$ cat src/rtl/wdt_pkg.sv
package wdt_pkg;

  localparam int KEY_W = 7;
  localparam logic [KEY_W-1:0] KEY_FLIP = 7'h7F;

  typedef enum logic {
    CMD_STOP  = 1'b0,
    CMD_START = 1'b1
  } wdt_cmd_e;

  // key that the next write must carry, given the stored one
  function automatic logic [KEY_W-1:0] wanted_key(input logic [KEY_W-1:0] stored);
    return stored ^ KEY_FLIP;
  endfunction

  // one countdown step, saturating at zero
  function automatic logic [7:0] step_down(input logic [7:0] v);
    return (v == 8'd0) ? 8'd0 : v - 8'd1;
  endfunction

endpackage

$ cat src/rtl/wdt_prescaler.sv
module wdt_prescaler #(
  parameter int W = 17
) (
  input  logic clk,
  input  logic rst_n,
  input  logic clear,
  input  logic enable,
  output logic tick
);
  localparam logic [W-1:0] LAST = '1;

  logic [W-1:0] div_q;

  always_ff @(posedge clk or negedge rst_n) begin
    if (!rst_n)      div_q <= '0;
    else if (clear)  div_q <= '0;
    else if (enable) div_q <= div_q + 1'b1;
  end

  assign tick = enable && !clear && (div_q == LAST);

  // a tick leaves the divider at zero for the next period
  p_tick_wrap_r5: assert property (@(posedge clk) disable iff (!rst_n)
    tick |=> (div_q == '0));

  // a clear restarts the period from zero
  p_clear_phase_r4: assert property (@(posedge clk) disable iff (!rst_n)
    clear |=> (div_q == '0));

endmodule

$ cat src/rtl/wdt_key_gate.sv
module wdt_key_gate
  import wdt_pkg::*;
(
  input  logic             clk,
  input  logic             rst_n,
  input  logic             wr_en,
  input  logic [KEY_W-1:0] wr_key,
  output logic             accept,
  output logic [KEY_W-1:0] key_q
);
  always_comb accept = wr_en && (wr_key == wanted_key(key_q));

  always_ff @(posedge clk or negedge rst_n) begin
    if (!rst_n)      key_q <= '0;
    else if (accept) key_q <= wr_key;
  end

  // rejected writes and idle cycles keep the stored key
  p_key_hold_r3: assert property (@(posedge clk) disable iff (!rst_n)
    !accept |=> $stable(key_q));

  // each accepted write flips every key bit
  p_key_flip_r2: assert property (@(posedge clk) disable iff (!rst_n)
    accept |=> (key_q == ($past(key_q) ^ 7'h7F)));

endmodule

$ cat src/rtl/wdt_counter.sv
module wdt_counter
  import wdt_pkg::*;
#(
  parameter int CNT_W = 8
) (
  input  logic             clk,
  input  logic             rst_n,
  input  logic             load,
  input  logic [CNT_W-1:0] load_val,
  input  logic             halt,
  input  logic             tick,
  output logic [CNT_W-1:0] cnt_q,
  output logic             run_q,
  output logic             ev_warn,
  output logic             ev_expire
);
  logic step;

  always_comb begin
    step      = tick && run_q && !load && !halt;
    ev_warn   = step && (cnt_q == CNT_W'(2));
    ev_expire = step && (cnt_q <= CNT_W'(1));
  end

  always_ff @(posedge clk or negedge rst_n) begin
    if (!rst_n) begin
      cnt_q <= '0;
      run_q <= 1'b0;
    end else if (load) begin
      cnt_q <= load_val;
      run_q <= 1'b1;
    end else if (halt) begin
      run_q <= 1'b0;
    end else if (step) begin
      if (ev_expire) begin
        cnt_q <= '0;
        run_q <= 1'b0;
      end else begin
        cnt_q <= CNT_W'(step_down(8'(cnt_q)));
      end
    end
  end

  p_load_r4: assert property (@(posedge clk) disable iff (!rst_n)
    load |=> (run_q && cnt_q == $past(load_val)));

  p_step_r5: assert property (@(posedge clk) disable iff (!rst_n)
    (step && cnt_q > CNT_W'(1)) |=> (cnt_q == $past(cnt_q) - 1'b1));

  p_halt_r6: assert property (@(posedge clk) disable iff (!rst_n)
    (halt && !load) |=> (!run_q && $stable(cnt_q)));

  p_expire_stop_r8: assert property (@(posedge clk) disable iff (!rst_n)
    ev_expire |=> (!run_q && cnt_q == '0));

endmodule

$ cat src/rtl/wdt_expiry_out.sv
module wdt_expiry_out #(
  parameter int RST_CYCLES = 16
) (
  input  logic clk,
  input  logic rst_n,
  input  logic clr_nmi,
  input  logic ev_warn,
  input  logic ev_expire,
  output logic nmi_q,
  output logic rst_pulse
);
  localparam int RW = $clog2(RST_CYCLES + 1);

  logic [RW-1:0] left_q;

  always_ff @(posedge clk or negedge rst_n) begin
    if (!rst_n)       nmi_q <= 1'b0;
    else if (clr_nmi) nmi_q <= 1'b0;
    else if (ev_warn) nmi_q <= 1'b1;
  end

  always_ff @(posedge clk or negedge rst_n) begin
    if (!rst_n)              left_q <= '0;
    else if (ev_expire)      left_q <= RW'(RST_CYCLES);
    else if (left_q != '0)   left_q <= left_q - 1'b1;
  end

  assign rst_pulse = (left_q != '0);

  p_nmi_hold_r7: assert property (@(posedge clk) disable iff (!rst_n)
    (nmi_q && !clr_nmi) |=> nmi_q);

  p_nmi_clear_r9: assert property (@(posedge clk) disable iff (!rst_n)
    clr_nmi |=> !nmi_q);

  p_rst_start_r8: assert property (@(posedge clk) disable iff (!rst_n)
    ev_expire |=> rst_pulse);

endmodule

$ cat src/rtl/keyed_watchdog.sv
module keyed_watchdog
  import wdt_pkg::*;
#(
  parameter int PRESC_W    = 17,
  parameter int CNT_W      = 8,
  parameter int RST_CYCLES = 16
) (
  input  logic             clk,
  input  logic             rst_n,
  input  logic             wr_en,
  input  logic             wr_cmd,
  input  logic [CNT_W-1:0] wr_count,
  input  logic [6:0]       wr_key,
  output logic [CNT_W-1:0] count_o,
  output logic             nmi_req,
  output logic             chip_rst
);
  logic             accept;
  logic [KEY_W-1:0] key_q;
  logic             do_start;
  logic             do_stop;
  logic             tick;
  logic             running;
  logic             ev_warn;
  logic             ev_expire;

  wdt_key_gate u_key (
    .clk    (clk),
    .rst_n  (rst_n),
    .wr_en  (wr_en),
    .wr_key (wr_key),
    .accept (accept),
    .key_q  (key_q)
  );

  assign do_start = accept && (wdt_cmd_e'(wr_cmd) == CMD_START);
  assign do_stop  = accept && (wdt_cmd_e'(wr_cmd) == CMD_STOP);

  wdt_prescaler #(.W(PRESC_W)) u_presc (
    .clk    (clk),
    .rst_n  (rst_n),
    .clear  (accept),
    .enable (running),
    .tick   (tick)
  );

  wdt_counter #(.CNT_W(CNT_W)) u_cnt (
    .clk       (clk),
    .rst_n     (rst_n),
    .load      (do_start),
    .load_val  (wr_count),
    .halt      (do_stop),
    .tick      (tick),
    .cnt_q     (count_o),
    .run_q     (running),
    .ev_warn   (ev_warn),
    .ev_expire (ev_expire)
  );

  wdt_expiry_out #(.RST_CYCLES(RST_CYCLES)) u_exp (
    .clk       (clk),
    .rst_n     (rst_n),
    .clr_nmi   (accept),
    .ev_warn   (ev_warn),
    .ev_expire (ev_expire),
    .nmi_q     (nmi_req),
    .rst_pulse (chip_rst)
  );

  // the interrupt only ever appears with one step left
  p_nmi_at_one_r7: assert property (@(posedge clk) disable iff (!rst_n)
    $rose(nmi_req) |-> (count_o == CNT_W'(1)));

  // the reset pulse only ever starts with the counter empty
  p_rst_at_zero_r8: assert property (@(posedge clk) disable iff (!rst_n)
    $rose(chip_rst) |-> (count_o == '0 && !running));

  // a stopped watchdog with no accepted write keeps its count
  p_stopped_frozen_r6: assert property (@(posedge clk) disable iff (!rst_n)
    (!running && !accept) |=> $stable(count_o));

  // a rejected write leaves the key and the count untouched
  p_reject_noop_r3: assert property (@(posedge clk) disable iff (!rst_n)
    (wr_en && !accept && !running) |=> ($stable(key_q) && $stable(count_o)));

endmodule

$ cat config.mk
export PLATFORM = sky130hd
export DESIGN_NAME = keyed_watchdog
export DESIGN_NICKNAME = d
export VERILOG_FILES = /design/src/rtl/wdt_pkg.sv /design/src/rtl/wdt_prescaler.sv /design/src/rtl/wdt_key_gate.sv /design/src/rtl/wdt_counter.sv /design/src/rtl/wdt_expiry_out.sv /design/src/rtl/keyed_watchdog.sv
export SDC_FILE = /design/constraint.sdc
export NUM_CORES = 1
export LEC_CHECK = 0
export BUFFER_PORTS_ARGS = -buffer_cell sky130_fd_sc_hd__buf_4
export CAP_MARGIN = 25
export CORE_ASPECT_RATIO = 1.5
export CORE_MARGIN = 3
export CORE_UTILIZATION = 30
export DETAILED_ROUTE_END_ITERATION = 7
export GPL_TIMING_DRIVEN = 0
export PLACE_DENSITY_LB_ADDON = 0.12
export SETUP_SLACK_MARGIN = 0.3
export SLEW_MARGIN = 10
export SYNTH_ARGS = -nofsm -noshare
export SYNTH_HDL_FRONTEND = slang
export SYNTH_SLANG_ARGS = --single-unit
$ cat constraint.sdc
create_clock -name clk -period 2.5 [get_ports clk]
set_input_delay 0.5 -clock clk [delete_from_list [all_inputs] [get_ports clk]]
set_output_delay 0.5 -clock clk [all_outputs]
set_load 0.03 [all_outputs]
==> metrics.md <==
| Metric | Value |
|---|---|
| R2R cell count | 8 |
| Die height | 108 um |
| Post-synthesis simple-gate area fraction | 0.204 |
| Routability cong. | 0.759 |
| Port Buf Inserts | 28 |
| Die Area | 0.00801 mm2 |
| Starting DRT DRC Count | 59 |
| Netlist cell types | 45 |
| Avg WL per Cell | 15.0 um |
| DR vias | 1614 |
| Non-Filler Instances | 314 |
| CTS tree | yes |
| Row count | 36 |
| Req. time, crit path | 2.68 ns |
| CTS clk-pin slew, worst paths | 0.09 ns |
| Dpl hpwl | 3420 um |
| Vias in the first global route | 1706 |
| Worst-Margin Slew | 0.573 ns |
| Routed vias/inst | 5.14 |
| Commonest non-fill, non-tap cell in the layout | dfrtp_1 |
| Fillers | 661 |
| CP Class | reg2reg |
| YS warnings | 0 |
| Maximum vdd ir drop | 0.310 mV |
| Ports | 29 |
| Fin nets | 264 |
| Share of cells above drive strength 1 | 0.269 |
| Antenna violations before repair | 0 |
| Cts bufs inserted | 5 |
| Top_reg_cell synth | dfrtp_1 |
| Commonest cells after routing, fill and taps aside | dfrtp_1, buf_4, nor2_1 |
| First-pass detailed-route iteration total | 5 |
| WL final | 4710 um |
| CTS H-tree depth | 2 |
| N_diodes | 0 |
| Die width | 74.1 um |
| CTS Sinks | 39 |
| Fin Hold WS | 0.168 ns |
| HP Class | in2async |
| Root Buffer | clkbuf_8 |
| Placed cell count | 302 |
| Status | finished clean |
| Crit path launch type | flop |
| Synth Area in Compound Gates | 0.112 |
| CTS hold repair buffers | 0 |
| Worst skew pair latency | 0.30 ns |
| Largest family of logic cells by synthesized area | simple AND/OR/NAND/NOR gates |
| GRT Util Overall | 0.130 |
| Post-Route Skew | 0.0193 ns |
| F_max | 487 MHz |
| Pre-CTS WS | 0.109 ns |
| Syn Nets | 225 |
| Synth async-reset ratio | 1.00 |
| RSZ-0062 raised after global routing | yes |
| CP Capture Type | flop |
| Xor/xnor share of the synthesized area | 0.0923 |
| Max Cap Viol | 0 |
| Final hold viol count | 0 |
| Layout Cell Area excl Fill | 0.00256 mm2 |
| Fin crit share | 0.821 |
| Post-DRT Antenna Nets | 0 |
| Layout area overhead | 22.5% |
| Fin crit period | 2.05 ns |
| Starting Density | 0.315 |
| Core area | 0.00662 mm2 |
| Largest net degree at the start of global routing | 40 |
| Final setup viols | 0 |
| Slew Limit Fails | 0 |
| Total negative slack | 0 ns |
| Synthesized area | 0.00209 mm2 |
| First-pass GRT wire length | 7960 um |
| Syn Area/Cell | 10.5 um2 |
| Post-Syn Instances | 198 |
| CTS Buffer Depth | 2 |
| Placed Area | 0.00239 mm2 |
| DRC | 0 |
| Overflow after GRT | 0 |
| PwrDens | 815 mW/mm2 |
| EDFF count, synth | 0 |
| Final Worst Setup Slack | 0.448 ns |
| P_leak | 0.00116 uW |
| CP Max Fanout | 7 |
| CP arrival | 2.24 ns |
| Synth Register Bits | 39 |
| Post-synthesis mux area share | 0.0522 |
| Synth Area in Adders | 0.0480 |
| Rel. slew slack | 0.615 |
| Register area share after synthesis | 0.468 |
[power by group]
group / switching (uW) / internal [uW] / leakage (uW) / total, uW
registers: 130 / 793 / 0.000497 / 923
clock network: 237 / 226 / 0.0000484 / 463
logic: 371 / 326 / 0.000616 / 697
[stage by stage]
step,total power (uW),utilization
finish,2080,0.386
global route,2240,0.386
CTS,2090,0.381
detailed placement,1590,0.361
global placement,1570,0.361
floorplan,1400,-
[kinds of logic (layout without fill, tap and decap cells)]
logic type / count (synthesis) / count (layout)
AND/OR/NAND/NOR: 81 / 81
flip-flops: 39 / 39
buffers and inverters: 9 / 49
AO/OA/AOI/OAI: 29 / 29
multiplexers: 10 / 10
XOR/XNOR: 22 / 22
adder cells (fa/ha/maj): 8 / 8
[cell type report]
type	count	area, um2	share of cell area
buffer	4	31.3	0.0122
clock buffer	7	86.3	0.0338
clock inverter	1	8.76	0.00342
inverter	5	18.8	0.00734
multi-input combinational	150	1100	0.431
sequential	39	976	0.382
tap	76	95.1	0.0372
timing repair buffer	32	240	0.0939
[flip-flops by register name, summed over array words and instances (netlist names)]
| register | count |
|---|---|
| u_exp.left_q | 5 |
| u_cnt.run_q | 1 |
| u_exp.nmi_q | 1 |
| u_cnt.cnt_q | 8 |
| u_key.key_q | 7 |
| u_presc.div_q | 17 |
[cells in the mapped netlist, types with 2 or more instances]
library cell | count | area, um2
nor3_1 | 5 | 25.0
buf_6 | 2 | 22.5
xnor2_1 | 12 | 105
mux2i_1 | 3 | 30.0
and4_1 | 2 | 17.5
o21ai_0 | 4 | 20.0
nor4_1 | 2 | 12.5
nor4_2 | 2 | 25.0
or3_1 | 4 | 25.0
or2_2 | 2 | 12.5
nor2_1 | 21 | 78.8
ha_1 | 8 | 100
and3_1 | 3 | 18.8
nand4_1 | 3 | 18.8
inv_1 | 5 | 18.8
xor2_1 | 10 | 87.6
dfrtp_1 | 39 | 976
a21oi_1 | 6 | 30.0
o311ai_1 | 3 | 26.3
nand3_1 | 15 | 75.1
mux2_2 | 7 | 78.8
nand2_1 | 16 | 60.1
o221ai_1 | 2 | 17.5
[routing by layer]
metal  wire length, um  vias up  track usage
met2              2560       28        0.245
li1                  -      796            -
met5                 0        -            0
met4                36        0       0.0350
met1              1960      786        0.137
met3               155        4       0.0353
[critical path, stage by stage, from the launching register on]
cell,delay (ns)
dfrtp_1,0.37
and4_4,0.26
and2_1,0.17
nand3_1,0.10
nor3_2,0.19
ha_4,0.21
o211a_4,0.22
nand4_1,0.16
o32ai_1,0.27
[final timing paths]
kind                             startpoint                to  slack, ns
setup / recovery           u_presc.div_q[6]    u_cnt.cnt_q[7]       0.45
min in group clk                wr_count[1]    u_cnt.cnt_q[1]       0.43
max in group asynchronous             rst_n  u_presc.div_q[6]       1.96
setup reg to reg           u_presc.div_q[6]    u_cnt.cnt_q[7]       0.45
hold / removal                        rst_n    u_cnt.cnt_q[5]       0.17
hold reg to reg                 u_exp.nmi_q       u_exp.nmi_q       0.53
[what timing repair did]
action | 4_1_cts | 5_1_grt
endpoints found under the setup margin | 8 | 9
resized for setup | 4 | 4
pin swaps | 1 | 2
setup buffers | 3 | 1
No activity file was read; power rests on OpenSTA's default activity.
